==> src/rtl/nbt_pkg.sv <==
package nbt_pkg;
    localparam int ADDR_W = 6;
    localparam int LANES  = 4;
    localparam int LANE_W = 9;
    localparam int DATA_W = LANES * LANE_W;
    localparam int BEAT_W = 2;

    typedef enum logic {
        ORD_LINEAR = 1'b0,
        ORD_XOR    = 1'b1
    } order_e;

    typedef struct packed {
        logic              vld;
        logic              wr;
        logic [ADDR_W-1:0] addr;
        logic [LANES-1:0]  ben;
    } cmd_t;

    function automatic logic [BEAT_W-1:0] beat_low(
        input logic [BEAT_W-1:0] start,
        input logic [BEAT_W-1:0] k,
        input order_e            ord
    );
        return (ord == ORD_XOR) ? (start ^ k) : (start + k);
    endfunction

    function automatic logic [DATA_W-1:0] lane_merge(
        input logic [DATA_W-1:0] base,
        input logic [DATA_W-1:0] upd,
        input logic [LANES-1:0]  ben
    );
        logic [DATA_W-1:0] res;
        res = base;
        for (int i = 0; i < LANES; i++) begin
            if (ben[i]) res[i*LANE_W +: LANE_W] = upd[i*LANE_W +: LANE_W];
        end
        return res;
    endfunction
endpackage

==> src/rtl/nbt_cmd_gen.sv <==
module nbt_cmd_gen
    import nbt_pkg::*;
(
    input  logic              clk,
    input  logic              rst,
    input  logic              sleep,
    input  logic              ilv,
    input  logic              en0_n,
    input  logic              en1,
    input  logic              en2_n,
    input  logic              adv,
    input  logic              wr,
    input  logic [ADDR_W-1:0] addr,
    input  logic [LANES-1:0]  ben,
    output cmd_t              cmd
);
    localparam int HI_W = ADDR_W - BEAT_W;

    logic              live;
    logic              dir;
    logic [HI_W-1:0]   base_hi;
    logic [BEAT_W-1:0] start_lo;
    logic [BEAT_W-1:0] beat;
    logic [BEAT_W-1:0] nxt_beat;
    logic              selected;

    always_comb begin
        selected = !en0_n && en1 && !en2_n;
        nxt_beat = beat + 1'b1;
        cmd      = '0;
        if (!sleep) begin
            if (adv) begin
                cmd.vld  = live;
                cmd.wr   = dir;
                cmd.addr = {base_hi, beat_low(start_lo, nxt_beat, order_e'(ilv))};
                cmd.ben  = ben;
            end else begin
                cmd.vld  = selected;
                cmd.wr   = wr;
                cmd.addr = addr;
                cmd.ben  = ben;
            end
        end
    end

    always_ff @(posedge clk) begin
        if (rst) begin
            live     <= 1'b0;
            dir      <= 1'b0;
            base_hi  <= '0;
            start_lo <= '0;
            beat     <= '0;
        end else if (sleep) begin
            live <= 1'b0;
        end else if (adv) begin
            beat <= nxt_beat;
        end else begin
            live     <= selected;
            dir      <= wr;
            base_hi  <= addr[ADDR_W-1:BEAT_W];
            start_lo <= addr[BEAT_W-1:0];
            beat     <= '0;
        end
    end

    AST_BURST_KEEPS_ROW: assert property (@(posedge clk) disable iff (rst)
        (adv && live && !sleep) |-> (cmd.wr == $past(cmd.wr) &&
            cmd.addr[ADDR_W-1:BEAT_W] == $past(cmd.addr[ADDR_W-1:BEAT_W])));
    AST_LINEAR_STEP: assert property (@(posedge clk) disable iff (rst)
        (adv && live && !sleep && !ilv) |->
            (cmd.addr[BEAT_W-1:0] == BEAT_W'($past(cmd.addr[BEAT_W-1:0]) + 1'b1)));
    AST_XOR_STEP: assert property (@(posedge clk) disable iff (rst)
        (adv && live && !sleep && ilv) |-> (cmd.addr[0] != $past(cmd.addr[0])));
    AST_DESELECT_ENDS: assert property (@(posedge clk) disable iff (rst)
        (!adv && !sleep && (en0_n || !en1 || en2_n)) |=> !live);
endmodule

==> src/rtl/nbt_array.sv <==
module nbt_array
    import nbt_pkg::*;
#(
    parameter int AW = ADDR_W,
    parameter int LN = LANES,
    parameter int LW = LANE_W
) (
    input  logic           clk,
    input  logic           we,
    input  logic [AW-1:0]  waddr,
    input  logic [LN-1:0]  wben,
    input  logic [LN*LW-1:0] wdata,
    input  logic [AW-1:0]  raddr,
    output logic [LN*LW-1:0] rword
);
    localparam int DEPTH = 1 << AW;

    for (genvar g = 0; g < LN; g++) begin : g_lane
        logic [LW-1:0] cells [DEPTH];
        always_ff @(posedge clk) begin
            if (we && wben[g]) cells[waddr] <= wdata[g*LW +: LW];
        end
        assign rword[g*LW +: LW] = cells[raddr];
    end
endmodule

==> src/rtl/nbt_sram.sv <==
module nbt_sram
    import nbt_pkg::*;
(
    input  logic              clk,
    input  logic              rst,
    input  logic              flow_mode,
    input  logic              ilv_order,
    input  logic              en0_n,
    input  logic              en1,
    input  logic              en2_n,
    input  logic              adv,
    input  logic              wr,
    input  logic [ADDR_W-1:0] addr,
    input  logic [LANES-1:0]  ben,
    input  logic [DATA_W-1:0] wdata,
    input  logic              oe_n,
    input  logic              sleep,
    output logic [DATA_W-1:0] rdata,
    output logic              rdrive
);
    cmd_t              cmd;
    cmd_t              s1;
    cmd_t              s2;
    cmd_t              wstage;
    logic [DATA_W-1:0] rword;
    logic [DATA_W-1:0] fwd_word;
    logic [DATA_W-1:0] oreg;
    logic              ovalid;
    logic              drv_int;

    nbt_cmd_gen u_cmd (
        .clk   (clk),
        .rst   (rst),
        .sleep (sleep),
        .ilv   (ilv_order),
        .en0_n (en0_n),
        .en1   (en1),
        .en2_n (en2_n),
        .adv   (adv),
        .wr    (wr),
        .addr  (addr),
        .ben   (ben),
        .cmd   (cmd)
    );

    always_ff @(posedge clk) begin
        if (rst) begin
            s1     <= '0;
            s2     <= '0;
            ovalid <= 1'b0;
            oreg   <= '0;
        end else begin
            s1     <= cmd;
            s2     <= s1;
            ovalid <= s1.vld && !s1.wr;
            if (s1.vld && !s1.wr) oreg <= fwd_word;
        end
    end

    // Late write: one edge behind in flow-through, two in pipelined.
    assign wstage = flow_mode ? s1 : s2;

    nbt_array u_arr (
        .clk   (clk),
        .we    (wstage.vld && wstage.wr),
        .waddr (wstage.addr),
        .wben  (wstage.ben),
        .wdata (wdata),
        .raddr (s1.addr),
        .rword (rword)
    );

    // Pipelined read registers while the previous write's data is on the bus.
    always_comb begin
        fwd_word = rword;
        if (s2.vld && s2.wr && (s2.addr == s1.addr))
            fwd_word = lane_merge(rword, wdata, s2.ben);
    end

    assign drv_int = flow_mode ? (s1.vld && !s1.wr) : ovalid;
    assign rdrive  = drv_int && !oe_n && !sleep;
    assign rdata   = rdrive ? (flow_mode ? rword : oreg) : '0;

    AST_SLEEP_NO_CMD: assert property (@(posedge clk) disable iff (rst)
        sleep |=> !s1.vld);
    AST_PIPE_READ_LAT: assert property (@(posedge clk) disable iff (rst)
        (!flow_mode && cmd.vld && !cmd.wr) |-> ##2 ovalid);
    AST_RESET_QUIET: assert property (@(posedge clk)
        $past(rst) |-> (!ovalid && !s1.vld));
endmodule

==> config.mk <==
export PLATFORM = sky130hd
export DESIGN_NAME = nbt_sram
export DESIGN_NICKNAME = d
export VERILOG_FILES = /design/src/rtl/nbt_pkg.sv /design/src/rtl/nbt_cmd_gen.sv /design/src/rtl/nbt_array.sv /design/src/rtl/nbt_sram.sv
export SDC_FILE = /design/constraint.sdc
export NUM_CORES = 2
export LEC_CHECK = 0
export CAP_MARGIN = 10
export CORE_MARGIN = 2
export CORE_UTILIZATION = 54
export CTS_BUF_LIST = sky130_fd_sc_hd__clkbuf_2
export DETAILED_ROUTE_END_ITERATION = 12
export PLACE_DENSITY = 0.84
export SETUP_SLACK_MARGIN = 0.1
export SLEW_MARGIN = 20
export SYNTH_ARGS = -nofsm -noshare
export SYNTH_HDL_FRONTEND = slang
export SYNTH_SLANG_ARGS = --single-unit
==> constraint.sdc <==
create_clock -name clk -period 2.8 [get_ports clk]
set_clock_uncertainty 0.05 [all_clocks]
set_input_delay 0.56 -clock clk [delete_from_list [all_inputs] [get_ports clk]]
set_output_delay 0.56 -clock clk [all_outputs]
set_load 0.05 [all_outputs]
# Word-level counts from Yosys, hierarchy flattened
# Memories as Yosys holds them, arrays and structs flattened. A register that Yosys moved wholly into a read port is not among the register bits.
# Cells that the tools add are included.
# op_classes
add_sub_neg,2
eq_ne,1
mux,24
n_bitwise,3
n_reduce_logical,19
# op_table
op,n
2-to-1 mux 36 bit,3
2-to-1 mux 9 bit,4
2-to-1 mux 12 bit,2
2-to-1 mux 6 bit,4
logical AND 1 bit,12
2-to-1 mux 1 bit,9
equality test 6 bit,1
logical NOT 1 bit,5
2-to-1 mux 2 bit,2
"adder 2 x 1 -> 2 bit, second input constant",1
adder 2 bit,1
inverter 1 bit,2
AND reduction 2 bit,1
OR reduction 2 bit,1
bitwise XOR 2 bit,1
# totals
register_bits,71
ram_bits,2304
in_bits,57
out_inout_bits,37
word_cells,68
n_memories,4
# memory_table
memory,depth,word_bits,rd,rd_clocked_by_memory_dff,write_ports,line,rtl
u_arr.g_lane[0].cells,64,9,1,1,1,nbt_array.sv:19,logic [LW-1:0] cells [DEPTH];
u_arr.g_lane[1].cells,64,9,1,1,1,nbt_array.sv:19,
u_arr.g_lane[2].cells,64,9,1,1,1,nbt_array.sv:19,
u_arr.g_lane[3].cells,64,9,1,1,1,nbt_array.sv:19,

# Longest topological paths before layout
# depth
word_depth,6
depth_mapped,10
depth_no_buf,7

# By module
# Synthesis repeated with hierarchy kept, for this count alone.
# hier_totals
hier_cells,4574
hier_area_um2,92662.6
# by_module_without_submodules
module,instances,cells_each,area_each_um2,seq_area_each_um2
nbt_array,1,4030,88312.2,69186.4
nbt_sram,1,471,3772.4,1221.2
nbt_cmd_gen,1,73,578.1,200.2

# Worst setup path after synthesis
# No wires, ideal clock.
# synth_timing
path_kind,register -> output
from,register u_arr.raddr[0] (netlist name)
to,output port rdata[2]
t_arrival_ps,2841
t_required_ps,2190
setup_slack_ps,-651
stages_incl_launch_ff,11
n_path_buf,4
cell_sequence,dfxtp_1 buf_2 buf_6 buf_6 buf_4 nor3b_1 a221oi_1 and4_1 a31oi_1 nand3_1 o31ai_1
# synth_lines
element,line,rtl
"end, declared",nbt_sram.sv:18,"output logic [DATA_W-1:0] rdata,"

==> implementation parameters <==
Parameter                              Value

Worst setup path
  Cells traversed along the worst timing path ... buf_12, buf_12, buf_16, buf_6, mux4_2, a22oi_2, and4_4, buf_6, o22ai_1, a31o_2, buf_12
  Register-to-Register Path Depth ... 11
  Worst reg2reg path startpoint ... u_arr.raddr[2]
  Crit Path Class ... register to output pin
  Crit path buffers/inverters ... 6
  Worst reg2reg setup slack ... -0.24 ns
  Cell mode on critical path ... sky130_fd_sc_hd__buf_12
  Critical Path Start Type ... register
  Type of destination of the critical path ... output pin
  Critical-path maximum fanout ... 5
  Endpoint arrival time on the critical path ... 4.70 ns
  Critical path required time ... 2.19 ns
  Largest delay contributor family on the critical path ... buffers and inverters
  Worst-path cell with the longest stage delay ... sky130_fd_sc_hd__mux4_2
  Critical path's largest stage delay ... 0.51 ns
  End of the worst register-to-register path ... oreg[8]

STA
  Worst slew slack as a fraction of its limit ... 16.4%
  Hold Violations, Final ... 0
  Actual transition at the worst max-transition pin ... 1.25 ns
  Time the final worst path needs with I/O delays and setup ... 5.31 ns
  Timing-limited maximum frequency ... 188 MHz
  Total negative slack for setup checks ... -86.72 ns
  Count of final setup violators ... 126
  Final cycle utilization of the critical path ... 190%
  Max-slew violation count ... 0
  Unrepaired setup endpoints after global routing ... true
  Worst setup slack after layout ... -2.51 ns

Logic synthesis
  Fraction of registers with async set or reset after synthesis ... 0%
  Post-Synthesis Cell Area ... 92400 µm²
  Cell type contributing the most total cell area after synthesis ... sky130_fd_sc_hd__edfxtp_1
  Share of synthesized area spent on multiplexers ... 13.5%
  Number of enable-type register cells in the synthesized netlist ... 2304
  Share of synthesized area occupied by flip-flops and latches ... 76.4%
  Top cells by area in the synthesized netlist ... sky130_fd_sc_hd__edfxtp_1 (75%), sky130_fd_sc_hd__mux4_2 (7.1%), sky130_fd_sc_hd__mux2i_1 (6.2%)
  Synth warnings ... 0
  Post-synthesis compound-gate area fraction ... 4.61%
  Seq cells post-synth ... 2375
  Simple-Gate Fraction of Synth Area ... 3.87%
  Adder and majority cell fraction of the synthesized area ... 0.0135%
  Post-synthesis cell count ... 4913
  Post-synthesis net count ... 4971
  Primary flip-flop cell chosen by synthesis mapping ... sky130_fd_sc_hd__edfxtp_1
  Library cells used by synthesis ... 49
  Synthesized area per cell ... 18.8 µm²
  Portion of synthesized cell area occupied by the leading cell type ... 74.9%
  Main combinational cell family by area after synthesis ... multiplexers
  Area share of xor/xnor cells in the synthesized design ... 0.0853%

Floorplan
  Row cnt ... 151
  Die span in y ... 418 µm
  Overall die width ... 418 µm
  Die Footprint ... 174000 µm²
  Number of ports placed on the die boundary ... 94
  Effective utilization at floorplan ... 54.4%
  Std-Cell Core Area ... 170000 µm²

GRT
  Number of antenna violations at the first check in global routing ... 13
  Vias in the first global route ... 59.0k
  Total congestion overflow ... 0
  Wire length of the first global-routing pass ... 385000 µm
  Global routing usage summed across all routing layers ... 30.3%
  Pin count of the biggest net entering global routing ... 66

Clock network
  H-Tree Level Count ... 6
  Clock transition at the registers of the reported paths ... 0.13 ns
  Number of buffers created by CTS ... 568
  Clock Tree Root ... sky130_fd_sc_hd__clkbuf_2
  Maximum number of buffers from clock root to sink ... 4
  Clk sink count ... 2375
  Clock network latency to the later pin of the worst-skew pair ... 1.86 ns
  Clock tree from TritonCTS ... done

Place
  Place WS ... -0.919 ns
  Placer congestion estimate ... 0.944
  Placed cell areas ... 103000 µm²
  Total half-perimeter wirelength after legalization and detailed placement ... 164000 µm
  Input/output buffers ... 93

Route
  Pre-antenna DRT Iters ... 8
  Wire per inst ... 32.4 µm
  Via-per-instance ratio ... 6.73
  Post-route antenna net violation count ... 0
  Number of remaining DRC errors ... 0
  Drt first-iter violations ... 10.8k
  Count of vias placed by the detailed router ... 60.4k
  Total Routed Length ... 291000 µm

Hold path
  Worst Min Path Start ... sleep
  Hold/Removal Path Class ... input port to register
  Endpoint with the worst hold slack ... u_cmd.base_hi[3]
  Worst hold stages ... 5

Cells and area
  Number of filler instances in the final layout ... 9832
  Final #Nets ... 6410
  Design area ... 113000 µm²
  Share of layout cells above drive strength 1 ... 38.2%
  Area overhead of the layout relative to synthesis ... 22.4%

Power and ir drop
  Cell area power density ... 585 nW/µm²
  Leakage power summed over all cells ... 37.2 nW
  Worst ir drop on vdd ... 0.509 mV

Status
  Failing checks ... setup timing
  Status ... finished, violations left

Job
  Max-cap violation count ... 0
Yosys cell counts, drive strengths merged (55+ instances only):
cell type and number:
mux4 292, edfxtp 2304, a21oi 80, and4 55, clkbuf 133, dfxtp 71
nand3 156, buf 162, mux2i 577, nor2 286, nand2 173, a22oi 380
how the worst max path moves through the flow:
| stage | startpoint | to | slack, ns | depth (start not counted) |
|---|---|---|---|---|
| 6_report | u_arr.raddr[0] | rdata[10] | -2.51 | 11 |
| 5_1_grt | u_arr.raddr[0] | rdata[10] | -2.61 | 11 |
| 4_1_cts | u_arr.raddr[0] | rdata[6] | -2.41 | 8 |
| 3_5_place_dp | flow_mode | rdata[15] | -0.92 | 10 |
| 3_3_place_gp | flow_mode | rdata[19] | -0.86 | 10 |
| 2_1_floorplan | flow_mode | u_arr.g_lane[2].cells[51][0] | -0.04 | 6 |
cell usage in the layout, fill, tap and decap left out, types with 132 or more instances in the layout:
master / n
sky130_fd_sc_hd__mux2i_1: 554
sky130_fd_sc_hd__nand2_1: 141
sky130_fd_sc_hd__mux4_2: 292
sky130_fd_sc_hd__clkbuf_2: 832
sky130_fd_sc_hd__buf_12: 208
sky130_fd_sc_hd__a22oi_1: 248
sky130_fd_sc_hd__buf_4: 645
sky130_fd_sc_hd__nor2_1: 236
sky130_fd_sc_hd__nand3_1: 138
sky130_fd_sc_hd__edfxtp_1: 2304
sky130_fd_sc_hd__a22oi_2: 132
kinds of logic after synthesis:
logic type      after synthesis
compound gates              586
buf+inv                     303
mux                         878
flops                      2375
xor+xnor                      9
fa+ha+maj                     1
simple gates                761
registers in the layout, indices dropped and copies added, names as in the netlist:
register	flops
oreg	36
ovalid	1
s1	6
s2	12
u_arr.g_lane.cells	2304
u_arr.raddr	6
u_cmd.base_hi	4
u_cmd.beat	2
u_cmd.dir	1
u_cmd.live	1
u_cmd.start_lo	2
metrics by stage:
stage	hold WS, ns	total power, mW	std cells	util, %
after CTS	0.00299	65.1	8871	65.4
final	0.131	66.2	8979	66.7
after global placement	0.409	43.1	7713	60.6
after detailed placement	0.418	43.2	7713	60.6
after floorplan	0.382	41.2	4913	-
after global routing	0.0791	67.8	8978	66.7
power by group:
part	internal (mW)	switching [mW]	total (mW)
Clock	8.60	14.3	22.8
Combinational	1.84	2.57	4.41
Sequential	38.9	0.0327	38.9
repair_timing:
action	4_1_cts	5_1_grt
buffers inserted	49	83
hold endpoints to repair	2375	43
cloned	12	17
pin swaps	61	57
setup endpoints to repair	1967	1315
hold buffers	126	2
gates resized for setup	270	276
worst register-to-register path, cell delays in order, from the launching register on:
cell and delay (ns):
sky130_fd_sc_hd__dfxtp_4 0.39, sky130_fd_sc_hd__buf_12 0.19, sky130_fd_sc_hd__buf_4 0.17, sky130_fd_sc_hd__buf_12 0.16, sky130_fd_sc_hd__buf_4 0.27, sky130_fd_sc_hd__mux2i_1 0.30, sky130_fd_sc_hd__a22oi_1 0.17, sky130_fd_sc_hd__nand3_1 0.21
sky130_fd_sc_hd__nand4_1 0.28, sky130_fd_sc_hd__buf_4 0.24, sky130_fd_sc_hd__buf_4 0.12, sky130_fd_sc_hd__a221o_1 0.31
per-layer routing:
| metal | vias up | global-route usage, % | wire length (µm) |
|---|---|---|---|
| met3 | 1566 | 8.70 | 40400 |
| met1 | 29400 | 36.1 | 88200 |
| met5 | - | 0 | 67 |
| met2 | 6212 | 48.7 | 137000 |
| li1 | 23300 | - | - |
| met4 | 8 | 19.6 | 25500 |
final cells by class:
| type | instances | area, µm² | area share [%] |
|---|---|---|---|
| inverter | 8 | 36.3 | 0.0321 |
| antenna | 8 | 20.0 | 0.0177 |
| multi-input combinational | 2235 | 22200 | 19.6 |
| tap | 2218 | 2780 | 2.45 |
| clock inverter | 139 | 752 | 0.665 |
| clock buffer | 832 | 4160 | 3.68 |
| sequential | 2375 | 70600 | 62.4 |
| timing repair buffer | 1164 | 12600 | 11.1 |
Power figures use the tool's default switching activity.
